## config.mk

```make
export PLATFORM = sky130hd
export DESIGN_NAME = i2c_mem_slave
export DESIGN_NICKNAME = d
export VERILOG_FILES = /design/src/rtl/i2c_mem_slave.sv
export SDC_FILE = /design/constraint.sdc
export NUM_CORES = 1
export LEC_CHECK = 0
export BUFFER_PORTS_ARGS = -buffer_cell sky130_fd_sc_hd__buf_2
export CORE_MARGIN = 3
export CORE_UTILIZATION = 25
export CTS_BUF_LIST = sky130_fd_sc_hd__clkbuf_16
export DETAILED_ROUTE_END_ITERATION = 10
export HOLD_SLACK_MARGIN = 0.03
export SLEW_MARGIN = 40
export SYNTH_ARGS = -nofsm -noshare
export SYNTH_HDL_FRONTEND = slang
export SYNTH_SLANG_ARGS = --single-unit
```

## constraint.sdc

```tcl
create_clock -name clk -period 2.72 [get_ports clk]
set_clock_uncertainty 0.1 [all_clocks]
set_input_delay 0.136 -clock clk [delete_from_list [all_inputs] [get_ports clk]]
set_output_delay 0.136 -clock clk [all_outputs]
set_load 0.05 [all_outputs]
```

## src/rtl/i2c_mem_slave.sv

```systemverilog
module i2c_mem_slave #(
  parameter logic [6:0] BASE_ADDR = 7'b1010000,
  parameter int SYNC = 2
) (
  input  logic       clk,
  input  logic       rst_n,
  input  logic       addr_sel,
  input  logic       busy,
  input  logic       scl_in,
  input  logic       sda_in,
  output logic       sda_drive_low,
  output logic [7:0] mem_addr,
  output logic [7:0] mem_wdata,
  output logic       mem_we,
  input  logic [7:0] mem_rdata,
  output logic       stop_pulse
);

  typedef enum logic [3:0] {
    S_IDLE, S_DEV, S_DEV_ACK, S_REG, S_REG_ACK, S_WR, S_WR_ACK, S_RD, S_RD_ACK
  } state_t;

  state_t state;
  logic [SYNC-1:0] scl_sy, sda_sy;
  logic scl_d, sda_d;
  logic [7:0] sr, tx, ctr;
  logic [2:0] bitcnt;
  logic full, ack_q, rw, mack, sel;

  wire scl_s = scl_sy[SYNC-1];
  wire sda_s = sda_sy[SYNC-1];
  wire scl_rise = scl_s & ~scl_d;
  wire scl_fall = ~scl_s & scl_d;
  wire start_c = scl_s & scl_d & sda_d & ~sda_s;
  wire stop_c  = scl_s & scl_d & ~sda_d & sda_s;
  wire [6:0] dev_addr = BASE_ADDR | {6'b0, addr_sel};

  assign sda_drive_low = ack_q | ((state == S_RD) & ~tx[7]);
  assign mem_addr  = ctr;
  assign mem_wdata = sr;

  always_ff @(posedge clk or negedge rst_n) begin
    if (!rst_n) begin
      scl_sy <= '1;
      sda_sy <= '1;
      scl_d  <= 1'b1;
      sda_d  <= 1'b1;
    end else begin
      scl_sy <= {scl_sy[SYNC-2:0], scl_in};
      sda_sy <= {sda_sy[SYNC-2:0], sda_in};
      scl_d  <= scl_s;
      sda_d  <= sda_s;
    end
  end

  always_ff @(posedge clk or negedge rst_n) begin
    if (!rst_n) begin
      state <= S_IDLE;
      sr <= '0;
      tx <= '1;
      ctr <= '0;
      bitcnt <= '0;
      full <= 1'b0;
      ack_q <= 1'b0;
      rw <= 1'b0;
      mack <= 1'b1;
      sel <= 1'b0;
      mem_we <= 1'b0;
      stop_pulse <= 1'b0;
    end else begin
      mem_we <= 1'b0;
      stop_pulse <= 1'b0;
      if (stop_c) begin
        state <= S_IDLE;
        ack_q <= 1'b0;
        full <= 1'b0;
        stop_pulse <= sel;
        sel <= 1'b0;
      end else if (start_c) begin
        state <= S_DEV;
        ack_q <= 1'b0;
        full <= 1'b0;
        bitcnt <= '0;
        sel <= 1'b0;
      end else begin
        case (state)
          S_DEV, S_REG, S_WR: begin
            if (scl_rise) begin
              sr <= {sr[6:0], sda_s};
              bitcnt <= bitcnt + 3'd1;
              if (bitcnt == 3'd7) full <= 1'b1;
            end else if (scl_fall && full) begin
              full <= 1'b0;
              bitcnt <= '0;
              if (state == S_DEV) begin
                if (sr[7:1] == dev_addr && !busy) begin
                  ack_q <= 1'b1;
                  rw <= sr[0];
                  sel <= 1'b1;
                  state <= S_DEV_ACK;
                end else begin
                  state <= S_IDLE;
                end
              end else if (state == S_REG) begin
                ctr <= sr;
                ack_q <= 1'b1;
                state <= S_REG_ACK;
              end else begin
                mem_we <= 1'b1;
                ack_q <= 1'b1;
                state <= S_WR_ACK;
              end
            end
          end
          S_DEV_ACK: if (scl_fall) begin
            ack_q <= 1'b0;
            if (rw) begin
              tx <= mem_rdata;
              bitcnt <= '0;
              state <= S_RD;
            end else begin
              state <= S_REG;
            end
          end
          S_REG_ACK: if (scl_fall) begin
            ack_q <= 1'b0;
            state <= S_WR;
          end
          S_WR_ACK: if (scl_fall) begin
            ack_q <= 1'b0;
            ctr <= ctr + 8'd1;
            state <= S_WR;
          end
          S_RD: if (scl_fall) begin
            if (bitcnt == 3'd7) begin
              ctr <= ctr + 8'd1;
              state <= S_RD_ACK;
            end else begin
              tx <= {tx[6:0], 1'b1};
              bitcnt <= bitcnt + 3'd1;
            end
          end
          S_RD_ACK: begin
            if (scl_rise) begin
              mack <= sda_s;
            end else if (scl_fall) begin
              if (!mack) begin
                tx <= mem_rdata;
                bitcnt <= '0;
                state <= S_RD;
              end else begin
                state <= S_IDLE;
              end
            end
          end
          default: ;
        endcase
      end
    end
  end

endmodule


```

---- Yosys cells after proc, flatten, opt, wreduce, memory -nomap -nowiden ----
Index checks and enable logic that the tools add are counted.
storage, ports and cells
  flip-flop bits (word level) ............. 44
  bits of input ports ..................... 14
cells by class
  add/sub/neg operators ................... 2
  bitwise operators ....................... 17
  reductions and logical operators ........ 26
  multiplexer cells ....................... 71
  equal/unequal tests ..................... 43
operators with widths
  cell                                                                     count
  8-bit two-way mux                                                        14
  8-bit case mux with 3 select lines                                       2
  4-bit two-way mux                                                        11
  3-bit two-way mux                                                        12
  10-bit AND reduction                                                     3
  4-bit inequality test, second input constant                             7
  1-bit two-way mux                                                        27
  2-bit inequality test, second input constant                             12
  3-bit inequality test, second input constant                             7
  4-bit case mux with 5 select lines                                       1
  3-bit nonzero test                                                       6
  4-bit by 3-bit equality test with 1-bit output, second input constant    4
  4-bit by 1-bit inequality test with 1-bit output, second input constant  3
  3-bit case mux with 4 select lines                                       1
  5-bit AND reduction                                                      2
  9-bit AND reduction                                                      1
  8-bit by 1-bit adder with 8-bit output, second input constant            1
  1-bit bitwise AND                                                        8
  4-bit by 2-bit equality test with 1-bit output, second input constant    2
  1-bit inverter                                                           8
  4-bit AND reduction                                                      2
  4-bit nonzero test                                                       2
  7-bit equality test                                                      1
  7-bit AND reduction                                                      1
  other kinds (18)                                                         21

---- Depth between registers and ports, before layout ----
Gate-level depths: netlist of run 1.
  depth in word-level cells ............... 9
  mapped depth ............................ 8
  mapped depth without buffers ............ 7

---- Worst setup path after synthesis of run 1 ----
OpenSTA, ideal clock, no wires.
  path type ............................... reg-to-reg
  from .................................... register sr[6], in the netlist mem_wdata[6]
  to ...................................... register rw
  setup time .............................. 125 ps
  setup slack ............................. 802 ps
  buffers on the path ..................... 0
  arrival ................................. 1693 ps
  stages on the path, launching flop included .. 5
  path through ............................ dfrtp_1 nor4b_1 nand4_1 nor3_1 mux2_2
on the way
  word-level cells in the longest chain between the ends .. 3
ends and longest elaborated chain
  item                           RTL line  RTL
  start: declaration             26        logic [7:0] sr, tx, ctr;
  start signal: assignment       89        sr <= {sr[6:0], sda_s};
  7-bit equality test            96        if (sr[7:1] == dev_addr && !busy) begin
  1-bit logical AND              96
  7-bit AND reduction (no line)  --
  end signal: assignment         98        rw <= sr[0];
  end: declaration               28        logic full, ack_q, rw, mack, sel;
No other way between the ends.
A chain may end at the register's enable or synchronous reset.

---- Worst setup path in the final report of run 1 ----
  from .................................... register state[3]
  to ...................................... register state[0]
on the way
  word-level cells in the longest chain between the ends .. 7
ends and longest elaborated chain
  item                                            RTL line  RTL
  start: declaration                              23        state_t state;
  start signal: assignment                        58        state <= S_IDLE;
  start signal: assignment                        74        state <= S_IDLE;
  start signal: assignment                        80        state <= S_DEV;
  4-bit by 1-bit equality test with 1-bit output  86, 95
  4-bit two-way mux                               95        if (state == S_DEV) begin
  4-bit two-way mux                               92        end else if (scl_fall && full) begin
  4-bit two-way mux                               88        if (scl_rise) begin
  4-bit case mux with 5 select lines              86        case (state)
  4-bit two-way mux                               79        end else if (start_c) begin
  4-bit two-way mux                               73        if (stop_c) begin
Parallel ways exist; a longest one is shown, timed or not. The select of a mux whose other input is x is not followed.

==> flow_summary.toml, run 1 <==
[route]
via_count = 1960
drc = 0
totalWireLength_mm = 5.47
drtAntennaViolNets = 0
routedWlPerCell_um = 13.4
drt_iter0_drc = 160
via_per_inst = 4.80
drtPass1Iterations = 4

[logic_synthesis]
ys_warn_count = 0
synthXorXnorAreaFrac = 0.00713
yosys.area_share.simple = 0.199
syn_nets = 260
synth_compound_area_frac = 0.195
ys_seq_area_frac = 0.456
syn-instance-count = 243
synth_edf_count = 0
yosysUniqueCellTypes = 63
synth_top_area_frac = 0.295
synth.ff_latch_count = 44
muxShareOfSynthArea = 0.0932
yosys.area.top_type = "dfrtp_1"
synthFlopType = "dfrtp_1"
netlist_area_um2 = 2460
syn_area_per_cell_um2 = 10.1
async_flop_share = 1.00
synthTopCellsByArea = "dfrtp_1, dfstp_2, mux2_2"
synth_top_family_by_area = "simple AND/OR/NAND/NOR gates"
synth-adder-area-share = 0.0153

[place]
place_ws_ns = 0.529
dp_hpwl_mm = 3.94
gp_congestion = 0.877
io_buffers = 32
placed_area_um2 = 2720
placed_cells = 394

[critical_path]
cpPeakStageDelay_ns = 0.57
r2r_end = "state[0]"
worstSetupEndpointType = "register"
rrSetupSlack_ns = 0.51
reg2reg_from = "state[3]"
crit_chain = "nor2b_1 -> a21boi_2 -> nand2_2 -> a31oi_1 -> mux2_1"
startpoint_type = "register"
r2r.worst_path.cells = 5
crit_slowest_cell = "dfrtp_1"
critPathKind = "register to register"
worst_ep_required_time_ns = 2.78
critPathMaxFanout = 17
cp.arrival_ns = 2.27

[run_status]
status = "complete, no violations"

[floorplanning]
rows = 35
die_x_um = 105
core_area_um2 = 9420
start_util = 0.261
io_pins = 33
die_h_um = 105
fp.dieArea_um2 = 11100

[worst_hold_path]
whs_path_depth = 3
hp-start = "mem_rdata[2]"
hold_end = "tx[2]"
hp-class = "input pin to register"

[grt]
antenna_found_initial = 0
grt_pass1_vias = 1803
grtUsageTotal = 0.101
grt_start_max_net_pins = 45
grt_first_pass_wirelength_mm = 9.07
overflow = 0

[clocking]
cts-hold-fix-buffers = 6
cts.clk_slew.worst_paths_ns = 0.06
htreeDepth = 2
post_cts_buffers = 0
cts_tree = "done"
ctsResizeCount = 0
cts_inserted_buffers = 5
clk_latency_ns = 0.29
cts_root_buf = "clkbuf_16"
clkSinkCount = 44
clock_path_buffers = 2

[final_layout]
nets = 295
final_cell_area_um2 = 2920
antenna_cells = 0
area_growth_pct = 18.7
final_common_cell = "buf_2"
mostFrequentLayoutCells = "buf_2, dfrtp_1, nand2_1, o21ai_0"
instances_no_fill = 408
register_area_um2 = 1120
drive_gt1_frac = 0.315
n_fill_cell = 972
multi_input_area_um2 = 1250

[pwr]
leakage_uw = 0.00128
ir_drop_mv = 0.535
power_density_nw_per_um2 = 1020
power_uw = 2970

[sta]
rsz0062_at_grt = "no"
fmax_mhz = 453
worst_slew_margin_rel = 0.602
fin_crit_sh = 0.812
layout_min_cycle_time_ns = 2.21
layout_setup_ws_ns = 0.510
hold_violations = 0
worst_pin_slew_ns = 0.595
setup_viol_count_final = 0
slew_violations = 0
finalSetupTns_ns = 0

[run]
cap_viol_max_count = 0
[worst max-delay path: cells and delay by family (launching register included)]
kind	cells	cell delay, ns
AO/OA/AOI/OAI	2	0.59
flip-flops	1	0.57
multiplexers	1	0.34
AND/OR/NAND/NOR	2	0.49
[worst max-delay path by stage]
stage | start | end | depth (start not counted)
final | state[3] | state[0] | 5
after global routing | state[0] | state[0] | 5
after CTS | state[3] | state[0] | 5
after detailed placement | state[0] | state[0] | 5
after global placement | state[3] | state[0] | 5
after floorplan | mem_wdata[6] | rw | 4
[cells in the mapped netlist (4+ instances only)]
cell     number
dfrtp_1      29
nand2_1      26
o21ai_0      18
dfstp_2      15
nor2_1       15
a21oi_1      14
mux2_2       10
mux2i_1       9
nand3_1       8
a31oi_1       7
and3_1        5
buf_2         5
nor3_1        5
o21ai_1       5
buf_4         4
[through the flow]
step / util / hold WS (ns)
2_1_floorplan: - / -0.260
3_3_place_gp: 0.288 / 0.141
3_5_place_dp: 0.289 / 0.0685
4_1_cts: 0.310 / 0.0318
5_1_grt: 0.310 / 0.0574
6_report: 0.310 / 0.0353
[sequential cells by signal, indices dropped and copies added (netlist names), 2 cells and up]
signal / count
bitcnt: 3
sda_sy: 2
mem_wdata: 8
scl_sy: 2
state: 4
mem_addr: 8
tx: 8
[layer usage]
metal  part of all wire  track usage  vias up  wire, µm
met1               0.44        0.124      961      2420
met5                  0            0        -         0
met3              0.026       0.0148        9       143
li1                   -            -      945         -
met4              0.024       0.0515        0       129
met2               0.51        0.173       45      2780
[power breakdown]
group / total (µW) / switching, µW / internal, µW
Sequential: 1160 / 251 / 905
Clock: 573 / 240 / 333
Combinational: 1240 / 798 / 443
[cells by family (layout without fill, tap and decap cells)]
| kind of cell | count (synthesis) | in the layout |
|---|---|---|
| DFF | 44 | 44 |
| adders and majority gates | 3 | 3 |
| AOI/OAI and AO/OA | 69 | 69 |
| xor gates and xnor gates | 2 | 2 |
| and+or+nand+nor | 89 | 89 |
| buffers and inverters | 15 | 51 |
| muxes | 21 | 21 |
[area by class of cell]
| type | count | share of cell area |
|---|---|---|
| clock buffers | 5 | 0.0429 |
| inverters | 4 | 0.00515 |
| repair buffers | 39 | 0.0789 |
| clock inverters | 3 | 0.00472 |
| well taps | 129 | 0.0553 |
| multi-input cells | 184 | 0.429 |
| flip-flops and latches | 44 | 0.384 |
Power figures use the tool's default switching activity.
==> run 2, diff against run 1 <==
Settings changed: ABC_AREA from default to 1.
Clock period 2.72 ns to 1.85 ns, I/O delays scaled along.
==> flow_summary.toml, run 2 <==
[sta]
fin_crit_sh = 0.966
whs_ns = 0.0379
slew_violations = 0
fmax_mhz = 559
setup_viol_count_final = 0
layout_min_cycle_time_ns = 1.79
worst_pin_slew_ns = 0.437
hold_violations = 0
worst_slew_margin_rel = 0.709
finalSetupTns_ns = 0

[route]
totalWireLength_mm = 6.27
drtPass1Iterations = 4
via_per_inst = 4.34
drc = 0
drt_iter0_drc = 156
via_count = 2419
drtAntennaViolNets = 0
routedWlPerCell_um = 11.2

[worst_hold_path]
hp-class = "input pin to register"

[clocking]
clkSinkCount = 44
cts_inserted_buffers = 5
cts_tree = "done"
htreeDepth = 2
cts_root_buf = "clkbuf_16"
clock_path_buffers = 2
cts.clk_slew.worst_paths_ns = 0.06
clk_latency_ns = 0.29

[run]
cap_viol_max_count = 0

[critical_path]
critPathMaxFanout = 9
startpoint_type = "register"
cp.arrival_ns = 1.60
worstSetupEndpointType = "output pin"
worst_ep_required_time_ns = 1.66
critPathKind = "register to output pin"

[floorplanning]
core_area_um2 = 9820
rows = 36
die_x_um = 107
io_pins = 33
start_util = 0.258
die_h_um = 107
fp.dieArea_um2 = 11400

[place]
io_buffers = 32
dp_hpwl_mm = 4.69
gp_congestion = 0.858
placed_area_um2 = 2970

[final_layout]
n_fill_cell = 1051
antenna_cells = 0
nets = 440
register_area_um2 = 1120
finalCoreUtilization = 0.336
mostFrequentLayoutCells = "nand2_1, nand3_1, inv_1, buf_2, nor2_1"
drive_gt1_frac = 0.276
multi_input_area_um2 = 1290
area_growth_pct = 30.2
final_common_cell = "nand2_1"
final_cell_area_um2 = 3300

[logic_synthesis]
ys_seq_area_frac = 0.442
ys_warn_count = 0
synth.ff_latch_count = 44
syn-instance-count = 358
yosysUniqueCellTypes = 29
netlist_area_um2 = 2530
yosysMostFrequentCell = "nand2_1"
synthFlopType = "dfrtp_1"
syn_nets = 375
synth_top_area_frac = 0.286
yosys.area.top_type = "dfrtp_1"
synth_edf_count = 0
async_flop_share = 1.00
syn_area_per_cell_um2 = 7.08
synthTopCellsByArea = "dfrtp_1, nand2_1, dfstp_2"
synthTopCellsByCount = "nand2_1, nand3_1, inv_1, nor2_1, dfrtp_1"

[pwr]
ir_drop_mv = 0.580
leakage_uw = 0.00169
power_density_nw_per_um2 = 1710

[grt]
grt_pass1_vias = 2194
overflow = 0
antenna_found_initial = 0
grt_start_max_net_pins = 19
grt_first_pass_wirelength_mm = 10.3
grtUsageTotal = 0.111

[run_status]
status = "complete, no violations"
==> run 2: cell families after synthesis <==
kind of cell | Yosys count | share of synthesized area
flip-flops | 44 | 0.442
adder cells (fa/ha/maj) | 3 | 0.0148
AO/OA/AOI/OAI | 32 | 0.0691
buffers and inverters | 43 | 0.0706
AND/OR/NAND/NOR | 234 | 0.397
XOR/XNOR | 2 | 0.00691
==> run 2: cell type report <==
cell class / count / area share
Clock buffer: 5 / 0.0379
Clock inverter: 3 / 0.00493
Inverter: 37 / 0.0421
Multi-Input combinational cell: 271 / 0.390
Sequential cell: 44 / 0.341
Tap cell: 133 / 0.0505
Timing Repair Buffer: 64 / 0.133
==> run 2: routing by layer <==
layer / up-vias / global-route usage / routed length (µm)
li1: 1262 / - / -
met1: 1112 / 0.149 / 2960
met2: 34 / 0.178 / 2980
met3: 11 / 0.0175 / 170
met4: 0 / 0.0429 / 147
met5: - / 0 / 0
==> run 2: report_power, final <==
group / switching [µW] / total (µW) / internal, µW
clock: 370 / 863 / 493
sequential: 326 / 1690 / 1370
combinational: 2060 / 3090 / 1030
==> run 2: critical path, cell delays in order, from the launching register on <==
cell	delay, ns
dfrtp_2	0.45
inv_2	0.08
nor2_4	0.11
nand2_2	0.10
buf_4	0.18
o21bai_1	0.16
buf_4	0.23
==> run 2: repair_timing <==
action,in CTS,in global routing
hold endpoints to repair,30,0
gates cloned,0,0
resized for setup,6,21
hold buffers,8,0
pin swaps,0,3
setup buffers,0,6
endpoints found under the setup margin,1,25
==> run 2: path summary, 6_finish.rpt <==
path / slack [ns] / end / from / depth (start not counted)
worst max-delay path: 0.06 / sda_drive_low / state[2] / 6
worst min-delay path: 0.04 / tx[2] / mem_rdata[2] / 5
worst max register to register: 0.11 / tx[0] / state[3] / 8
worst min register to register: 0.26 / scl_sy[1] / scl_sy[0] / 0
max in group asynchronous: 0.89 / tx[6] / rst_n / 3
min in group asynchronous: 0.18 / rw / rst_n / 2
==> run 2: metrics by stage <==
| step | setup WS [ns] | cells | power (µW) |
|---|---|---|---|
| final | 0.0624 | 557 | 5650 |
| after global routing | -0.00657 | 557 | 6100 |
| after CTS | 0.0319 | 551 | 5500 |
| after detailed placement | 0.0360 | 535 | 4570 |
| after global placement | 0.0475 | 535 | 4540 |
| after floorplan | 0.0365 | 358 | 3790 |
